File: config.mk
export PLATFORM = sky130hd
export DESIGN_NAME = rand_byte_port
export DESIGN_NICKNAME = d
export VERILOG_FILES = /design/src/rtl/rbp_pkg.sv /design/src/rtl/rbp_addr_match.sv /design/src/rtl/rbp_enable_reg.sv /design/src/rtl/rbp_capture.sv /design/src/rtl/rbp_read_port.sv /design/src/rtl/rand_byte_port.sv
export SDC_FILE = /design/constraint.sdc
export NUM_CORES = 1
export LEC_CHECK = 0
export BUFFER_PORTS_ARGS = -buffer_cell sky130_fd_sc_hd__buf_2
export CAP_MARGIN = 15
export CORE_ASPECT_RATIO = 1.5
export CORE_UTILIZATION = 37
export CTS_CLUSTER_SIZE = 30
export DETAILED_ROUTE_END_ITERATION = 10
export PLACE_DENSITY = 0.87
export SLEW_MARGIN = 10
export SYNTH_ARGS = -nofsm -noshare
export SYNTH_HDL_FRONTEND = slang
export SYNTH_SLANG_ARGS = --single-unit
export TNS_END_PERCENT = 50
File: constraint.sdc
create_clock -name clk -period 1.2 [get_ports clk]
set_clock_uncertainty 0.05 [all_clocks]
set_input_delay 0.24 -clock clk [delete_from_list [all_inputs] [get_ports clk]]
set_output_delay 0.24 -clock clk [all_outputs]
set_load 0.02 [all_outputs]
File: src/rtl/rbp_pkg.sv
package rbp_pkg;
  localparam int unsigned WORD_W    = 32;
  localparam int unsigned VALID_POS = 31;
  localparam int unsigned RUN_POS   = 30;
endpackage

File: src/rtl/rbp_addr_match.sv
module rbp_addr_match #(
  parameter int unsigned        ADDR_W    = 32,
  parameter int unsigned        OFS_BITS  = 2,
  parameter logic [ADDR_W-1:0]  BASE_ADDR = 32'hFFFF_FFB8
) (
  input  logic [ADDR_W-1:0] addr,
  input  logic              rd,
  input  logic              wr,
  output logic              rd_hit,
  output logic              wr_hit
);
  localparam int unsigned TAG_W = ADDR_W - OFS_BITS;
  localparam logic [TAG_W-1:0] BASE_TAG = BASE_ADDR[ADDR_W-1:OFS_BITS];

  logic match;

  always_comb begin
    match  = (addr[ADDR_W-1:OFS_BITS] == BASE_TAG);
    rd_hit = match & rd;
    wr_hit = match & wr;
  end
endmodule

File: src/rtl/rbp_enable_reg.sv
module rbp_enable_reg (
  input  logic clk,
  input  logic rst_n,
  input  logic wr_hit,
  input  logic wr_run,
  output logic run
);
  logic run_q, run_d;

  always_comb begin
    run_d = wr_run;
  end

  always_ff @(posedge clk or negedge rst_n) begin
    if (!rst_n) begin
      run_q <= 1'b0;
    end else if (wr_hit) begin
      run_q <= run_d;
    end
  end

  assign run = run_q;

  // a hit write loads the enable, nothing else moves it
  p_run_load_r3: assert property (@(posedge clk) disable iff (!rst_n)
    wr_hit |=> (run == $past(wr_run)));
  p_run_hold_r3: assert property (@(posedge clk) disable iff (!rst_n)
    !wr_hit |=> $stable(run));
endmodule

File: src/rtl/rbp_capture.sv
module rbp_capture #(
  parameter int unsigned BYTE_W = 8
) (
  input  logic              clk,
  input  logic              rst_n,
  input  logic              run,
  input  logic              stb,
  input  logic [BYTE_W-1:0] din,
  input  logic              rd_hit,
  output logic [BYTE_W-1:0] held,
  output logic              fresh
);
  logic [BYTE_W-1:0] held_q, held_d;
  logic              fresh_q, fresh_d;
  logic              upd_en;

  always_comb begin
    held_d  = held_q;
    fresh_d = fresh_q;
    upd_en  = 1'b0;
    if (!run) begin
      held_d  = '0;
      fresh_d = 1'b0;
      upd_en  = 1'b1;
    end else if (stb) begin
      held_d  = din;
      fresh_d = 1'b1;
      upd_en  = 1'b1;
    end else if (rd_hit) begin
      fresh_d = 1'b0;
      upd_en  = 1'b1;
    end
  end

  always_ff @(posedge clk or negedge rst_n) begin
    if (!rst_n) begin
      held_q  <= '0;
      fresh_q <= 1'b0;
    end else if (upd_en) begin
      held_q  <= held_d;
      fresh_q <= fresh_d;
    end
  end

  assign held  = held_q;
  assign fresh = fresh_q;

  p_off_clears_r7: assert property (@(posedge clk) disable iff (!rst_n)
    !run |=> (!fresh && held == '0));
  p_take_byte_r4: assert property (@(posedge clk) disable iff (!rst_n)
    (run && stb) |=> (fresh && held == $past(din)));
  p_read_clears_r6: assert property (@(posedge clk) disable iff (!rst_n)
    (run && !stb && rd_hit) |=> !fresh);
  p_byte_hold_r5: assert property (@(posedge clk) disable iff (!rst_n)
    (run && !stb) |=> $stable(held));
endmodule

File: src/rtl/rbp_read_port.sv
module rbp_read_port #(
  parameter int unsigned BYTE_W = 8
) (
  input  logic                       clk,
  input  logic                       rst_n,
  input  logic                       rd_hit,
  input  logic                       wr_hit,
  input  logic                       run,
  input  logic                       fresh,
  input  logic [BYTE_W-1:0]          held,
  output logic [rbp_pkg::WORD_W-1:0] rdata,
  output logic                       ack
);
  import rbp_pkg::*;

  logic [WORD_W-1:0] word, rdata_q, rdata_d;
  logic              ack_q, ack_d;

  always_comb begin
    word                 = '0;
    word[BYTE_W-1:0]     = held;
    word[RUN_POS]        = run;
    word[VALID_POS]      = fresh;
    rdata_d              = rd_hit ? word : '0;
    ack_d                = rd_hit | wr_hit;
  end

  always_ff @(posedge clk or negedge rst_n) begin
    if (!rst_n) begin
      rdata_q <= '0;
      ack_q   <= 1'b0;
    end else begin
      rdata_q <= rdata_d;
      ack_q   <= ack_d;
    end
  end

  assign rdata = rdata_q;
  assign ack   = ack_q;

  p_ack_next_r10: assert property (@(posedge clk) disable iff (!rst_n)
    (rd_hit || wr_hit) |=> ack);
  p_miss_quiet_r2: assert property (@(posedge clk) disable iff (!rst_n)
    !(rd_hit || wr_hit) |=> (!ack && rdata == '0));
  p_rd_snapshot_r9: assert property (@(posedge clk) disable iff (!rst_n)
    rd_hit |=> (rdata[VALID_POS] == $past(fresh) && rdata[BYTE_W-1:0] == $past(held)));
endmodule

File: src/rtl/rand_byte_port.sv
module rand_byte_port #(
  parameter int unsigned       ADDR_W    = 32,
  parameter int unsigned       BYTE_W    = 8,
  parameter logic [ADDR_W-1:0] BASE_ADDR = 32'hFFFF_FFB8
) (
  input  logic                       clk,
  input  logic                       rst_n,
  input  logic [ADDR_W-1:0]          bus_addr,
  input  logic                       bus_rd,
  input  logic                       bus_wr,
  input  logic [rbp_pkg::WORD_W-1:0] bus_wdata,
  output logic [rbp_pkg::WORD_W-1:0] bus_rdata,
  output logic                       bus_ack,
  input  logic [BYTE_W-1:0]          src_byte,
  input  logic                       src_stb,
  output logic                       src_run
);
  import rbp_pkg::*;

  localparam int unsigned OFS_BITS = $clog2(WORD_W / 8);

  logic              rd_hit, wr_hit, run, fresh;
  logic [BYTE_W-1:0] held;

  rbp_addr_match #(.ADDR_W(ADDR_W), .OFS_BITS(OFS_BITS), .BASE_ADDR(BASE_ADDR)) u_match (
    .addr(bus_addr), .rd(bus_rd), .wr(bus_wr), .rd_hit(rd_hit), .wr_hit(wr_hit)
  );

  rbp_enable_reg u_enable (
    .clk(clk), .rst_n(rst_n), .wr_hit(wr_hit), .wr_run(bus_wdata[RUN_POS]), .run(run)
  );

  rbp_capture #(.BYTE_W(BYTE_W)) u_capture (
    .clk(clk), .rst_n(rst_n), .run(run), .stb(src_stb), .din(src_byte),
    .rd_hit(rd_hit), .held(held), .fresh(fresh)
  );

  rbp_read_port #(.BYTE_W(BYTE_W)) u_rdport (
    .clk(clk), .rst_n(rst_n), .rd_hit(rd_hit), .wr_hit(wr_hit), .run(run),
    .fresh(fresh), .held(held), .rdata(bus_rdata), .ack(bus_ack)
  );

  assign src_run = run;

  p_unused_zero_r8: assert property (@(posedge clk) disable iff (!rst_n)
    bus_ack |-> (bus_rdata[RUN_POS-1:BYTE_W] == '0));
endmodule

=== Yosys cells after proc, flatten, opt, wreduce, memory -nomap -nowiden ===
Index checks and enable logic that the tools add are counted.

* $add $sub $neg: 0
* Multiply operators: 0
* Divide/modulo/power cells: 0
* Magnitude comparators: 0
* Equal/unequal tests: 3
* Shifts and indexed selects: 0
* Multiplexer cells: 9
* Bitwise logic cells: 3
* Reduce and logical (&&, ||, !) cells: 2

{| class="wikitable"
|+ Operator list
! operator !! count
|-
| 32-bit two-way mux || 1
|-
| 30-bit == test (second input constant) || 1
|-
| 8-bit two-way mux || 2
|-
| 1-bit two-way mux || 6
|-
| 2-bit AND reduction || 2
|-
| 3-bit by 2-bit inequality test with 1-bit output (second input constant) || 1
|-
| 1-bit bitwise AND || 2
|-
| 2-bit inequality test (second input constant) || 1
|-
| 1-bit bitwise OR || 1
|}

* Bits in registers: 43
* Latch bits: 0
* Memory bits (writable): 0
* ROM bits: 0
* Input bits: 77
* Memories kept: 0

=== Depth between registers and ports, before layout ===
* Word-level depth: 6
* Mapped depth: 5

=== By module ===
Synthesis repeated with hierarchy kept, for this count alone.

* Cell total of the unflattened synthesis: 91
* Area, all modules: 1039.7 µm²

{| class="wikitable"
|+ By module, submodules not included
! module !! times used !! cells an instance !! area an instance (µm²)
|-
| rbp_read_port || 1 || 46 || 524.3
|-
| rbp_capture || 1 || 28 || 380.4
|-
| rbp_addr_match || 1 || 15 || 95.1
|-
| rbp_enable_reg || 1 || 2 || 40.0
|}

=== Least setup slack after synthesis ===
Ideal clock, no wire load.

* Path type: input port to flip-flop
* Start: input port bus_addr[2]
* End: register u_enable.run_q (netlist: u_enable.run)
* Data arrival time: 1.211 ns
* Path slack: -0.189 ns
* Cell stages on the path: 4
* Buffers on the path: 0
* Cells stage by stage: nand4b_1 nor4_2 nand4_1 mux2_1

* Longest elaborated chain between the ends: 2

{| class="wikitable"
|+ Ends and longest elaborated chain
! item !! RTL line !! text
|-
| start, declared || rand_byte_port.sv:8 || <nowiki>input logic [ADDR_W-1:0] bus_addr,</nowiki>
|-
| 30-bit == test || rbp_addr_match.sv:18 || <nowiki>match = (addr[ADDR_W-1:OFS_BITS] == BASE_TAG);</nowiki>
|-
| 1-bit bitwise AND || rbp_addr_match.sv:20 || <nowiki>wr_hit = match & wr;</nowiki>
|-
| end signal, assigned || rbp_enable_reg.sv:18 || <nowiki>run_q <= run_d;</nowiki>
|-
| end, declared || rbp_enable_reg.sv:8 || <nowiki>logic run_q, run_d;</nowiki>
|}

No other way between the ends.
A chain may end at the register's enable or synchronous reset.

=== Final worst setup path ===
* Start: input port bus_addr[6]
* End: register u_enable.run_q (netlist: u_enable.run)

Same word-level chain as after synthesis.

==> results_dict.tcl <==
set metrics [dict create \
    outcome "finished, violations left" \
    violations "setup timing" \
    numCtsBuffers 3 \
    syn_area_sq_um 1037 \
    layout_common_cells "55 x buf_2, 22 x conb_1, 21 x dfrtp_1" \
    drv_cap 0 \
    min_path_type "input pin to flip-flop" \
    fin_nets 229 \
    rsz0062_at_grt "true" \
    holdWs_ns 0.1520 \
    fmax_ghz 0.8276 \
    final_hold_viol_count 0 \
    synth_area_leader_cell "dfrtp_1" \
    grt_pass1_vias 758 \
    gp_congestion 0.7450 \
    synth.distinct_cells 20 \
    slew_violations 0 \
    drcViolationCount 0 \
    clk_pin_slew_ns 0.07 \
    min_period_ns 1.208 \
    critPathCaptureType "flip-flop" \
    period_share 1.007 \
    synthTopCellsByArea "dfrtp_1 51%, buf_4 17%, mux2i_1 7.7%" \
    antenna_found_initial 0 \
    vias 819 \
    cp_max_fo 3 \
    die_h_um 66.85 \
    startpoint_type "input pin" \
    dr.pass1.iters 3 \
    final_common_cell "buf_2" \
    clkSinkCount 21 \
    areaGrowthSynthToFinish_pct 28.11 \
    setup_viol 1 \
    cp.required_ns 1.29 \
    core.rowCount 23 \
    overflow 0 \
    crit_path_end "u_enable.run$_DFFE_PN0P_" \
    insertion_delay_ns 0.25 \
    grt_pass1_wl_um 3187 \
    ir_worst_vdd_v 0.0005269 \
    ff2ff_setup_slack_ns 0.31 \
    post-route-util 0.4965 \
    nFillCells 263 \
    drtAntennaViolNets 0 \
    wire_per_inst_um 10.82 \
    ys_seq_area_frac 0.5066 \
    synth_top_cell_area_share 0.5066 \
    fin_ws_ns -0.008361 \
    die_w_um 45.23 \
    design.core.area_sq_um 2676 \
    totalPowerFinal_uw 1328 \
    worstPathArrival_ns 1.30 \
    gr-usage-all-layers 0.1506 \
    die-area_sq_um 3023 \
    crit_start "bus_addr[6]" \
    ys_seq_elements 21 \
    drive_gt1_frac 0.4172 \
    routed_via_density 4.356 \
    drt-initial-drc-count 4 \
    diodes 0 \
    wirelength_um 2034 \
    r2r_cells 1 \
    power_density_nw_per_um2 999.5 \
    avgSynthCellArea_sq_um 11.15 \
    ios 111 \
    power_leakage_uw 0.0007582 \
    crit_type "input pin to flip-flop" \
    dpl.hpwl_um 1679 \
    htreeDepth 1 \
    cts-root-buf "clkbuf_8" \
    tns_ns -0.008361 \
    cts_tree "yes" \
    start_util 0.3876 \
    port_buffers 55 \
    r2r-start "u_enable.run$_DFFE_PN0P_" \
    netlist_instances 93 \
    r2r-end "u_enable.run$_DFFE_PN0P_" \
    grt_max_degree 22 \
    clockBufferDepth 2 \
    ys.warnings.count 0 \
]
==> metal layers <==
metal  part of all wire  vias to the layer above  global-route usage
li1                   -                      381                   -
met1               0.36                      362              0.1460
met2               0.51                       72              0.2899
met3               0.11                        4             0.02710
met4              0.016                        0             0.06818
met5                  0                        -                   0
==> worst min-delay path by stage <==
stage | start | endpoint | slack [ns] | cells past startpoint
floorplan | rst_n | u_capture.fresh$_DFFE_PN0P_ | -0.11 | 0
global placement | rst_n | u_rdport.rdata[2]$_DFF_PN0_ | 0.16 | 1
detailed placement | rst_n | u_rdport.rdata[7]$_DFF_PN0_ | 0.17 | 1
CTS | bus_wdata[30] | u_enable.run$_DFFE_PN0P_ | 0.16 | 2
global route | bus_wdata[30] | u_enable.run$_DFFE_PN0P_ | 0.15 | 2
finish | bus_wdata[30] | u_enable.run$_DFFE_PN0P_ | 0.15 | 2
==> worst max-delay path: stages <==
cell and delay (ns):
buf_2 0.10, nand4b_1 0.17, nor4_2 0.33, nand4_1 0.14
mux2_1 0.33
==> power by group <==
part	total, uW	leakage [uW]	switching [uW]	internal, uW
sequential	707	0.000294	0.00000290	707
combinational	177	0.000439	112	65.0
clock	444	0.0000255	213	231
==> per-stage QoR <==
step / setup slack [ns] / area, sq um / std cells
2_1_floorplan: -0.1610 / 1120 / 114
3_3_place_gp: -0.2769 / 1271 / 183
3_5_place_dp: -0.2870 / 1271 / 183
4_1_cts: -0.003176 / 1329 / 188
5_1_grt: -0.04223 / 1329 / 188
6_report: -0.008361 / 1329 / 188
==> cell usage after synthesis <==
library cell  instances
a31oi_1               1
conb_1                1
nor2_1                3
mux2i_1               8
and2_1               10
nor2b_1               8
o21a_1                1
and3_1                1
buf_4                23
buf_2                 1
nand2_1               1
dfrtp_1              21
nand4_1               6
mux2_1                1
nor4_2                1
nand4b_1              2
nand3_1               1
inv_1                 1
clkbuf_1              1
o2111a_1              1
==> cell families (layout without fill, tap and decap cells) <==
logic type / Yosys count / in the layout / share of synthesized area
mux: 9 / 9 / 0.08806
compound gates: 3 / 3 / 0.02413
flops: 21 / 21 / 0.5066
simple gates: 33 / 33 / 0.1990
other cells: 1 / 22 / 0.003615
buf+inv: 26 / 63 / 0.1785
==> timing repair <==
item                                    in CTS  in global routing
endpoints found under the hold margin       21                  0
hold buffers                                 1                  0
buffers inserted                             0                  0
gates resized for setup                      1                  0
endpoints found under the setup margin      11                 11
==> sequential cells by signal, indices dropped and copies added (netlist names) <==
signal,flops
u_capture.fresh,1
u_rdport.ack,1
u_capture.held,8
u_enable.run,1
u_rdport.rdata,10
==> final cells by class <==
| cell class | count | area (sq um) | area share |
|---|---|---|---|
| clock buffers | 3 | 41.29 | 0.03107 |
| multi-input cells | 67 | 406.6 | 0.3060 |
| clock inverters | 1 | 5.005 | 0.003766 |
| flip-flops and latches | 21 | 525.5 | 0.3955 |
| well taps | 37 | 46.29 | 0.03484 |
| repair buffers | 58 | 300.3 | 0.2260 |
| inverters | 1 | 3.754 | 0.002825 |
No activity file was read; power rests on OpenSTA's default activity.
